===== config.mk =====
export PLATFORM = sky130hd
export DESIGN_NAME = gate_input_conditioner
export DESIGN_NICKNAME = d
export VERILOG_FILES = /design/src/rtl/gate_filt_pkg.sv /design/src/rtl/in_sync.sv /design/src/rtl/glitch_filter.sv /design/src/rtl/gate_input_conditioner.sv
export SDC_FILE = /design/constraint.sdc
export NUM_CORES = 1
export LEC_CHECK = 0
export ABC_AREA = 1
export BUFFER_PORTS_ARGS = -buffer_cell sky130_fd_sc_hd__buf_2
export CAP_MARGIN = 20
export CORE_ASPECT_RATIO = 0.5
export CORE_MARGIN = 2
export CORE_UTILIZATION = 50
export DETAILED_ROUTE_END_ITERATION = 8
export GPL_ROUTABILITY_DRIVEN = 0
export PLACE_DENSITY = 0.71
export SYNTH_ARGS = -nofsm -noshare
export SYNTH_HDL_FRONTEND = slang
export SYNTH_SLANG_ARGS = --single-unit

===== constraint.sdc =====
create_clock -name clk -period 1.3 [get_ports clk]
set_clock_uncertainty 0.15 [all_clocks]
set_input_delay 0.26 -clock clk [delete_from_list [all_inputs] [get_ports clk]]
set_output_delay 0.26 -clock clk [all_outputs]
set_load 0.005 [all_outputs]

===== src/rtl/gate_filt_pkg.sv =====
package gate_filt_pkg;
  localparam int unsigned NUM_CMD = 6;
  localparam int unsigned NUM_CTL = 2;
  localparam int unsigned NUM_CH  = NUM_CMD + NUM_CTL;

  // counter bits needed to hold values 0 .. len-1
  function automatic int unsigned cnt_bits(int unsigned len);
    return (len < 2) ? 1 : $clog2(len);
  endfunction

  // qualification completes on the sample that makes the run len long
  function automatic logic run_complete(int unsigned run_so_far, int unsigned len);
    return (run_so_far + 1) >= len;
  endfunction

  // filter length for a channel index: commands first, then control
  function automatic int unsigned chan_len(int unsigned ch, int unsigned cmd_len,
                                           int unsigned ctl_len);
    return (ch < NUM_CMD) ? cmd_len : ctl_len;
  endfunction
endpackage


===== src/rtl/in_sync.sv =====
module in_sync #(
  parameter int unsigned W      = 8,
  parameter int unsigned STAGES = 2
) (
  input  logic         clk,
  input  logic         rst_n,
  input  logic [W-1:0] d,
  output logic [W-1:0] q
);
  logic [W-1:0] chain [STAGES];

  always_ff @(posedge clk or negedge rst_n) begin
    if (!rst_n) begin
      for (int i = 0; i < int'(STAGES); i++) chain[i] <= '0;
    end else begin
      chain[0] <= d;
      for (int i = 1; i < int'(STAGES); i++) chain[i] <= chain[i-1];
    end
  end

  assign q = chain[STAGES-1];
endmodule


===== src/rtl/glitch_filter.sv =====
module glitch_filter
  import gate_filt_pkg::*;
#(
  parameter int unsigned LEN = 27
) (
  input  logic clk,
  input  logic rst_n,
  input  logic smp,
  output logic q
);
  localparam int unsigned CW = cnt_bits(LEN);

  logic [CW-1:0] run;
  logic          differs;
  logic          accept;

  assign differs = (smp != q);
  assign accept  = differs && run_complete(int'(run), LEN);

  always_ff @(posedge clk or negedge rst_n) begin
    if (!rst_n) begin
      run <= '0;
      q   <= 1'b0;
    end else if (!differs || accept) begin
      run <= '0;
      if (accept) q <= smp;
    end else begin
      run <= run + 1'b1;
    end
  end


  no_overflow_chk: assert property (@(posedge clk) disable iff (!rst_n)
    int'(run) < int'(LEN));


  restart_chk: assert property (@(posedge clk) disable iff (!rst_n)
    (smp == q) |=> (run == '0));


  flip_cause_chk: assert property (@(posedge clk) disable iff (!rst_n)
    !$stable(q) |-> ($past(smp) != $past(q)));


  reset_low_chk: assert property (@(posedge clk)
    $rose(rst_n) |-> (q == 1'b0));
endmodule


===== src/rtl/gate_input_conditioner.sv =====
module gate_input_conditioner
  import gate_filt_pkg::*;
#(
  parameter int unsigned CMD_LEN     = 27,
  parameter int unsigned CTL_LEN     = 5,
  parameter int unsigned SYNC_STAGES = 2
) (
  input  logic       clk,
  input  logic       rst_n,
  input  logic [2:0] hi_cmd_raw,
  input  logic [2:0] lo_cmd_raw,
  input  logic       en_raw,
  input  logic       fclr_raw,
  output logic [2:0] hi_cmd,
  output logic [2:0] lo_cmd,
  output logic       en_filt,
  output logic       fclr_filt
);
  logic [NUM_CH-1:0] raw_v, smp_v, filt_v;

  assign raw_v = {fclr_raw, en_raw, lo_cmd_raw, hi_cmd_raw};

  in_sync #(.W(NUM_CH), .STAGES(SYNC_STAGES)) u_sync (
    .clk(clk), .rst_n(rst_n), .d(raw_v), .q(smp_v)
  );

  for (genvar ch = 0; ch < int'(NUM_CH); ch++) begin : g_chan
    localparam int unsigned LEN = chan_len(ch, CMD_LEN, CTL_LEN);
    glitch_filter #(.LEN(LEN)) u_filt (
      .clk(clk), .rst_n(rst_n), .smp(smp_v[ch]), .q(filt_v[ch])
    );
  end

  assign hi_cmd    = filt_v[2:0];
  assign lo_cmd    = filt_v[5:3];
  assign en_filt   = filt_v[6];
  assign fclr_filt = filt_v[7];


  single_flip_chk: assert property (@(posedge clk) disable iff (!rst_n)
    ($past(raw_v) == '0 && $past(smp_v) == '0 && $past(filt_v) == '0) |->
      $countones(filt_v) == 0);
endmodule


# After elaboration in Yosys (flattened, before gate mapping)

Index checks and enable logic that the tools add are counted.

Word-level logic and storage cells: 90
Bits in registers: 60

Muxes and demuxes: 8
Equal/unequal tests: 8
Add/subtract/negate cells: 16
Magnitude comparators: 8
Reductions and logical operators: 32

Operators with widths:

| cell                                                  | number |
|---|---|
| >= comparator 32 x 5 -> 1 bit (second input constant) | 6 |
| >= comparator 32 x 3 -> 1 bit (second input constant) | 2 |
| adder 5 x 1 -> 6 bit (second input constant)          | 6 |
| adder 5 x 1 -> 5 bit (second input constant)          | 6 |
| 2-to-1 mux 5 bit                                      | 6 |
| AND reduction 2 bit                                   | 8 |
| adder 3 x 1 -> 4 bit (second input constant)          | 2 |
| logical AND 1 bit                                     | 8 |
| logical NOT 1 bit                                     | 8 |
| logical OR 1 bit                                      | 8 |
| != test 1 bit                                         | 8 |
| adder 3 x 1 -> 3 bit (second input constant)          | 2 |
| 2-to-1 mux 3 bit                                      | 2 |

# Logic depth before layout (Yosys ltp)

Depth after elaboration: 5
Depth in mapped cells: 9

# Modules after synthesis

From an unflattened synthesis, not the netlist that was laid out.

Cells, all modules: 356
Area total of the unflattened synthesis: 3218.1 um^2

Modules (own cells, without submodules):

| module                                | instances | cells an instance | area each (um^2) |
|---|---|---|---|
| glitch_filter at g_chan[0].u_filt ... | 6         | 44                | 374.1 |
| glitch_filter at g_chan[6].u_filt ... | 2         | 34                | 256.5 |
| in_sync                               | 1         | 24                | 460.4 |

# Worst setup path after synthesis

No wires, ideal clock.

Path kind: reg2reg
From: reg g_chan[4].u_filt.run[0]
To: reg g_chan[4].u_filt.q
Path slack: -0.130 ns
Data required time: 1.033 ns
Stages on the path, launching flop included: 8
Library setup time: 0.117 ns
Data arrival time: 1.164 ns
Path through: dfrtp_1 -> ha_1 -> xnor2_1 -> nand2_1 -> nand3_2 -> nand2_1 -> nand2_1 -> nand2_1

Cells in the longest elaborated chain, start to end: 5

RTL lines:

| element                           | RTL line            | text |
|---|---|---|
| start, declared                   | glitch_filter.sv:13 | `logic [CW-1:0] run;` |
| start signal, assigned            | glitch_filter.sv:28 | `run <= run + 1'b1;` |
| adder 5 x 1 -> 6 bit (*)          | gate_filt_pkg.sv:13 | `return (run_so_far + 1) >= len;` |
| >= comparator 32 x 5 -> 1 bit (*) | gate_filt_pkg.sv:13 |  |
| logical AND 1 bit (*)             | glitch_filter.sv:18 | `assign accept = differs && run_complete(int'(run), LEN);` |
| logical OR 1 bit                  | glitch_filter.sv:24 | `end else if (!differs \|\| accept) begin` |
| AND reduction 2 bit (no line) (*) | n/a                 |  |
| end signal, assigned              | glitch_filter.sv:26 | `if (accept) q <= smp;` |
| end, declared                     | glitch_filter.sv:9  | `output logic q` |

Mark *: on every way between the ends. The rest lies on a longest branch, timed or not.
A chain may end at the register's enable or synchronous reset.

# Worst setup path in the final report

From: reg g_chan[1].u_filt.run[1]
To: reg g_chan[1].u_filt.q

Cells in the longest elaborated chain, start to end: 5

RTL lines:

| element                           | RTL line |
|---|---|
| start, declared                   | glitch_filter.sv:13 |
| start signal, assigned            | glitch_filter.sv:28 |
| adder 5 x 1 -> 6 bit (*)          | gate_filt_pkg.sv:13 |
| >= comparator 32 x 5 -> 1 bit (*) | gate_filt_pkg.sv:13 |
| logical AND 1 bit (*)             | glitch_filter.sv:18 |
| logical OR 1 bit                  | glitch_filter.sv:24 |
| AND reduction 2 bit (no line) (*) | n/a |
| end signal, assigned              | glitch_filter.sv:26 |
| end, declared                     | glitch_filter.sv:9 |

Marked as above.

==> key figures <==
Final layout
  – Fin cells: 466
  – Inserted Diodes: 0
  – Share of cells above drive strength 1: 0.496
  – P&R area growth vs syn: 49.2%
  – Layout fillers: 291
  – Layout Nets: 416

Worst setup path
  – Kind of critical path: reg2reg
  – Worst Path Max Fanout: 3
  – Arrival time worst endpoint: 1.56 ns
  – Most frequent CP cell: nand2_1
  – Worst path bufs/invs: 1
  – R2R setup slack: -0.21 ns
  – Crit path max-delay family: simple AND/OR/NAND/NOR gates
  – RR Endpoint: g_chan[1].u_filt.q$_DFFE_PN0P_
  – CP peak stage delay: around 0.45 ns
  – Data required time of the worst path: about 1.4 ns
  – Critical Path Start: g_chan[1].u_filt.run[1]$_DFF_PN0_
  – Element type at the critical path end: register
  – Slowest cell on the critical path: dfrtp_1
  – Critical Path Source Type: register
  – Crit-path cells: ha_4 > nand3_2 > nand2_1 > nand2_1 > inv_2 > nand3_4 > nand2_2 > nand2_1 > nand2_1
  – R2R Path Start: g_chan[1].u_filt.run[1]$_DFF_PN0_
  – R2r worst-path depth: 9

Power
  – VDD IR max: ~1200 uV
  – Power per standard cell area: approximately 1400 nW/um^2
  – Total power: 0.00631 W
  – Static Leak: 2.13 nW

Floorplan
  – Die height: 58.1 um
  – DIE AREA: 6520 um^2
  – Die width: 112 um
  – Initial Util: 0.526
  – Core Area: 5560 um^2
  – Ports: 18
  – # rows: 19

Hold path
  – HP Start: u_sync.chain[8]$_DFF_PN0_
  – Hold EP: u_sync.q[0]$_DFF_PN0_
  – Hold depth: 0
  – Min-Delay Path Class: reg2reg

Clock tree
  – CTS Buf Count: 9
  – Clock slew at reported path FFs: 0.05 ns
  – Clk root buf: clkbuf_16
  – CTS Buffer Depth: 2
  – H-tree Lvls: 3
  – Clock tree from TritonCTS: built
  – Clk_lat worst skew: between 0.3 and 0.4 ns
  – # clock sinks: 60

Run status
  – Outcome: finished, violations left
  – Failing checks: setup timing

Synth
  – Syn Inst Count: 312
  – Mapped Nets: 340
  – Yosys reg bits: 60
  – Synth Warn #: 0
  – Cell variety after synth: 20
  – Synth top area cells: dfrtp_1 51%, nand2_1 7.8%, ha_1 7.7%
  – Register area share after synthesis: 0.513
  – Post-Syn Area: 2930 um^2
  – Mean Syn Cell Area: about 9.4 um^2
  – Area leader, netlist: dfrtp_1
  – Share of the synthesized area in the top cell type: 0.513

GRT
  – Initial antenna violation count: 0
  – Largest net degree at the start of global routing: 61
  – Grt ovf: 0
  – All-Layer GR Usage: 0.200
  – First-pass GRT wire length: 10200 um
  – Vias in the first global route: 2272

Timing
  – Hold Fails Final Rpt: 0
  – RSZ-0062 raised after global routing: yes
  – Slew @ Worst Pin: 0.391 ns
  – Post-route setup slack: -0.210 ns
  – Final setup fails: 44
  – Final Cycle Share: 1.16
  – Highest Clock Rate: 0.662 GHz
  – Rel. slew slack: 0.738
  – Slew Limit Fails: 0
  – Clock period minus worst slack: 1.51 ns

Route
  – Iter 0 DRT Violations: between 80 and 90
  – WL final: 7130 um
  – Final ANT Viol Nets: 0
  – Residual DRC count: 0
  – Via count: 2399
  – DR pass1 iterations: 4
  – Vias per inst: 5.15
  – Routed length per placed instance: 15.3 um

Run
  – Max Cap Viol: 0

Place
  – Placed insts: 415
  – DP Wirelength: 3380 um
  – Port bufs: 17
==> worst max path at each step <==
stage                                              endpoint  slack [ns]  cells after the start
after floorplan           g_chan[6].u_filt.run[0]$_DFF_PN0_       -0.07                      7
after CTS                 g_chan[6].u_filt.run[1]$_DFF_PN0_       -0.18                      7
after global routing         g_chan[1].u_filt.q$_DFFE_PN0P_       -0.26                      9
after detailed placement  g_chan[7].u_filt.run[1]$_DFF_PN0_       -0.24                      7
final                        g_chan[1].u_filt.q$_DFFE_PN0P_       -0.21                      9
after global placement    g_chan[6].u_filt.run[1]$_DFF_PN0_        -0.1                      7
==> power by group <==
| part | internal [W] | switching (W) |
|---|---|---|
| logic | 0.000682 | 0.000664 |
| registers | 0.00204 | 0.000214 |
| clock network | 0.00186 | 0.000847 |
==> cells by family (layout without fill, tap and decap cells) <==
| family | count (synthesis) | in the layout | share of synthesized area |
|---|---|---|---|
| buffers and inverters | 59 | 140 | 0.0885 |
| flip-flops | 60 | 60 | 0.513 |
| AO/OA/AOI/OAI | 5 | 5 | 0.00984 |
| XOR/XNOR | 18 | 18 | 0.0565 |
| adder cells (fa/ha/maj) | 18 | 18 | 0.0770 |
| AND/OR/NAND/NOR | 152 | 152 | 0.255 |
==> state kept, by name (all words and copies together) (netlist names) <==
register,cells
g_chan.u_filt.q,8
g_chan.u_filt.run,36
u_sync.chain,8
u_sync.q,8
==> cell usage in the layout, fill, tap and decap left out, types with 2 or more instances in the layout <==
cell / Yosys / final
buf_2: 0 / 17
buf_4: 6 / 36
buf_6: 2 / 10
bufinv_16: 0 / 3
clkbuf_16: 0 / 9
clkinv_2: 0 / 2
clkinvlp_4: 0 / 2
dfrtp_1: 60 / 47
dfrtp_2: 0 / 13
dlygate4sd3_1: 0 / 9
ha_1: 18 / 8
ha_2: 0 / 2
ha_4: 0 / 8
inv_1: 50 / 43
inv_2: 1 / 8
nand2_1: 61 / 38
nand2_2: 4 / 26
nand3_1: 22 / 14
nand3_2: 11 / 9
nand3_4: 1 / 11
nand4_1: 20 / 20
nor2_1: 31 / 7
nor2_2: 1 / 21
nor2_4: 0 / 4
o21ai_2: 1 / 3
xnor2_1: 7 / 2
xnor2_4: 0 / 5
xor2_1: 10 / 8
xor2_2: 0 / 2
==> worst reg2reg max path: cells and delay by family, from the launching register on <==
family	cells	cell delay, ns
adders and majority gates	1	0.22
buffers and inverters	1	0.07
DFF	1	0.45
and+or+nand+nor	7	0.51
==> cells in the mapped netlist <==
cell type and n:
dfrtp_1 60, buf_6 2, nor2_2 1, nand3_2 11
o21ai_2 1, xor2_1 10, inv_1 50, o21ai_0 4
nand4_1 20, ha_1 18, nand3_1 22, or2_1 1
buf_4 6, nand3_4 1, xnor2_2 1, nor2_1 31
inv_2 1, nand2_2 4, nand2_1 61, xnor2_1 7
==> final cells by class <==
class                           count  area (um^2)  area share
Clock buffer                        9          225      0.0516
Sequential cell                    60         1520       0.348
Inverter                           51          191      0.0439
Timing Repair Buffer               73          578       0.132
Clock inverter                      7          115      0.0264
Tap cell                           73         91.3      0.0209
Multi-Input combinational cell    193         1650       0.377
==> per-layer routing <==
metal / routed length, um / track usage
met1: 2850 / 0.222
met2: 3860 / 0.365
met3: 233 / 0.0586
met4: 184 / 0.0889
met5: 0 / 0
==> metrics by stage <==
stage | TNS [ns] | utilization | setup slack [ns] | instance area, um^2 | hold WS, ns
finish | -5.96 | 0.785 | -0.210 | 4370 | 0.197
global route | -8.58 | 0.785 | -0.262 | 4370 | 0.197
CTS | -4.26 | 0.707 | -0.177 | 3930 | 0.197
detailed placement | -4.05 | 0.594 | -0.235 | 3300 | 0.138
global placement | -2.17 | 0.594 | -0.0968 | 3300 | 0.138
floorplan | -0.431 | - | -0.0737 | 3030 | -0.186
==> repair_timing <==
| action | in CTS | in global routing |
|---|---|---|
| resized for setup | 30 | 85 |
| endpoints found under the setup margin | 43 | 50 |
| hold endpoints to repair | 68 | 0 |
| hold buffers | 9 | 0 |
| buffers inserted | 11 | 15 |
| pin swaps | 33 | 27 |
Power figures use the tool's default switching activity.
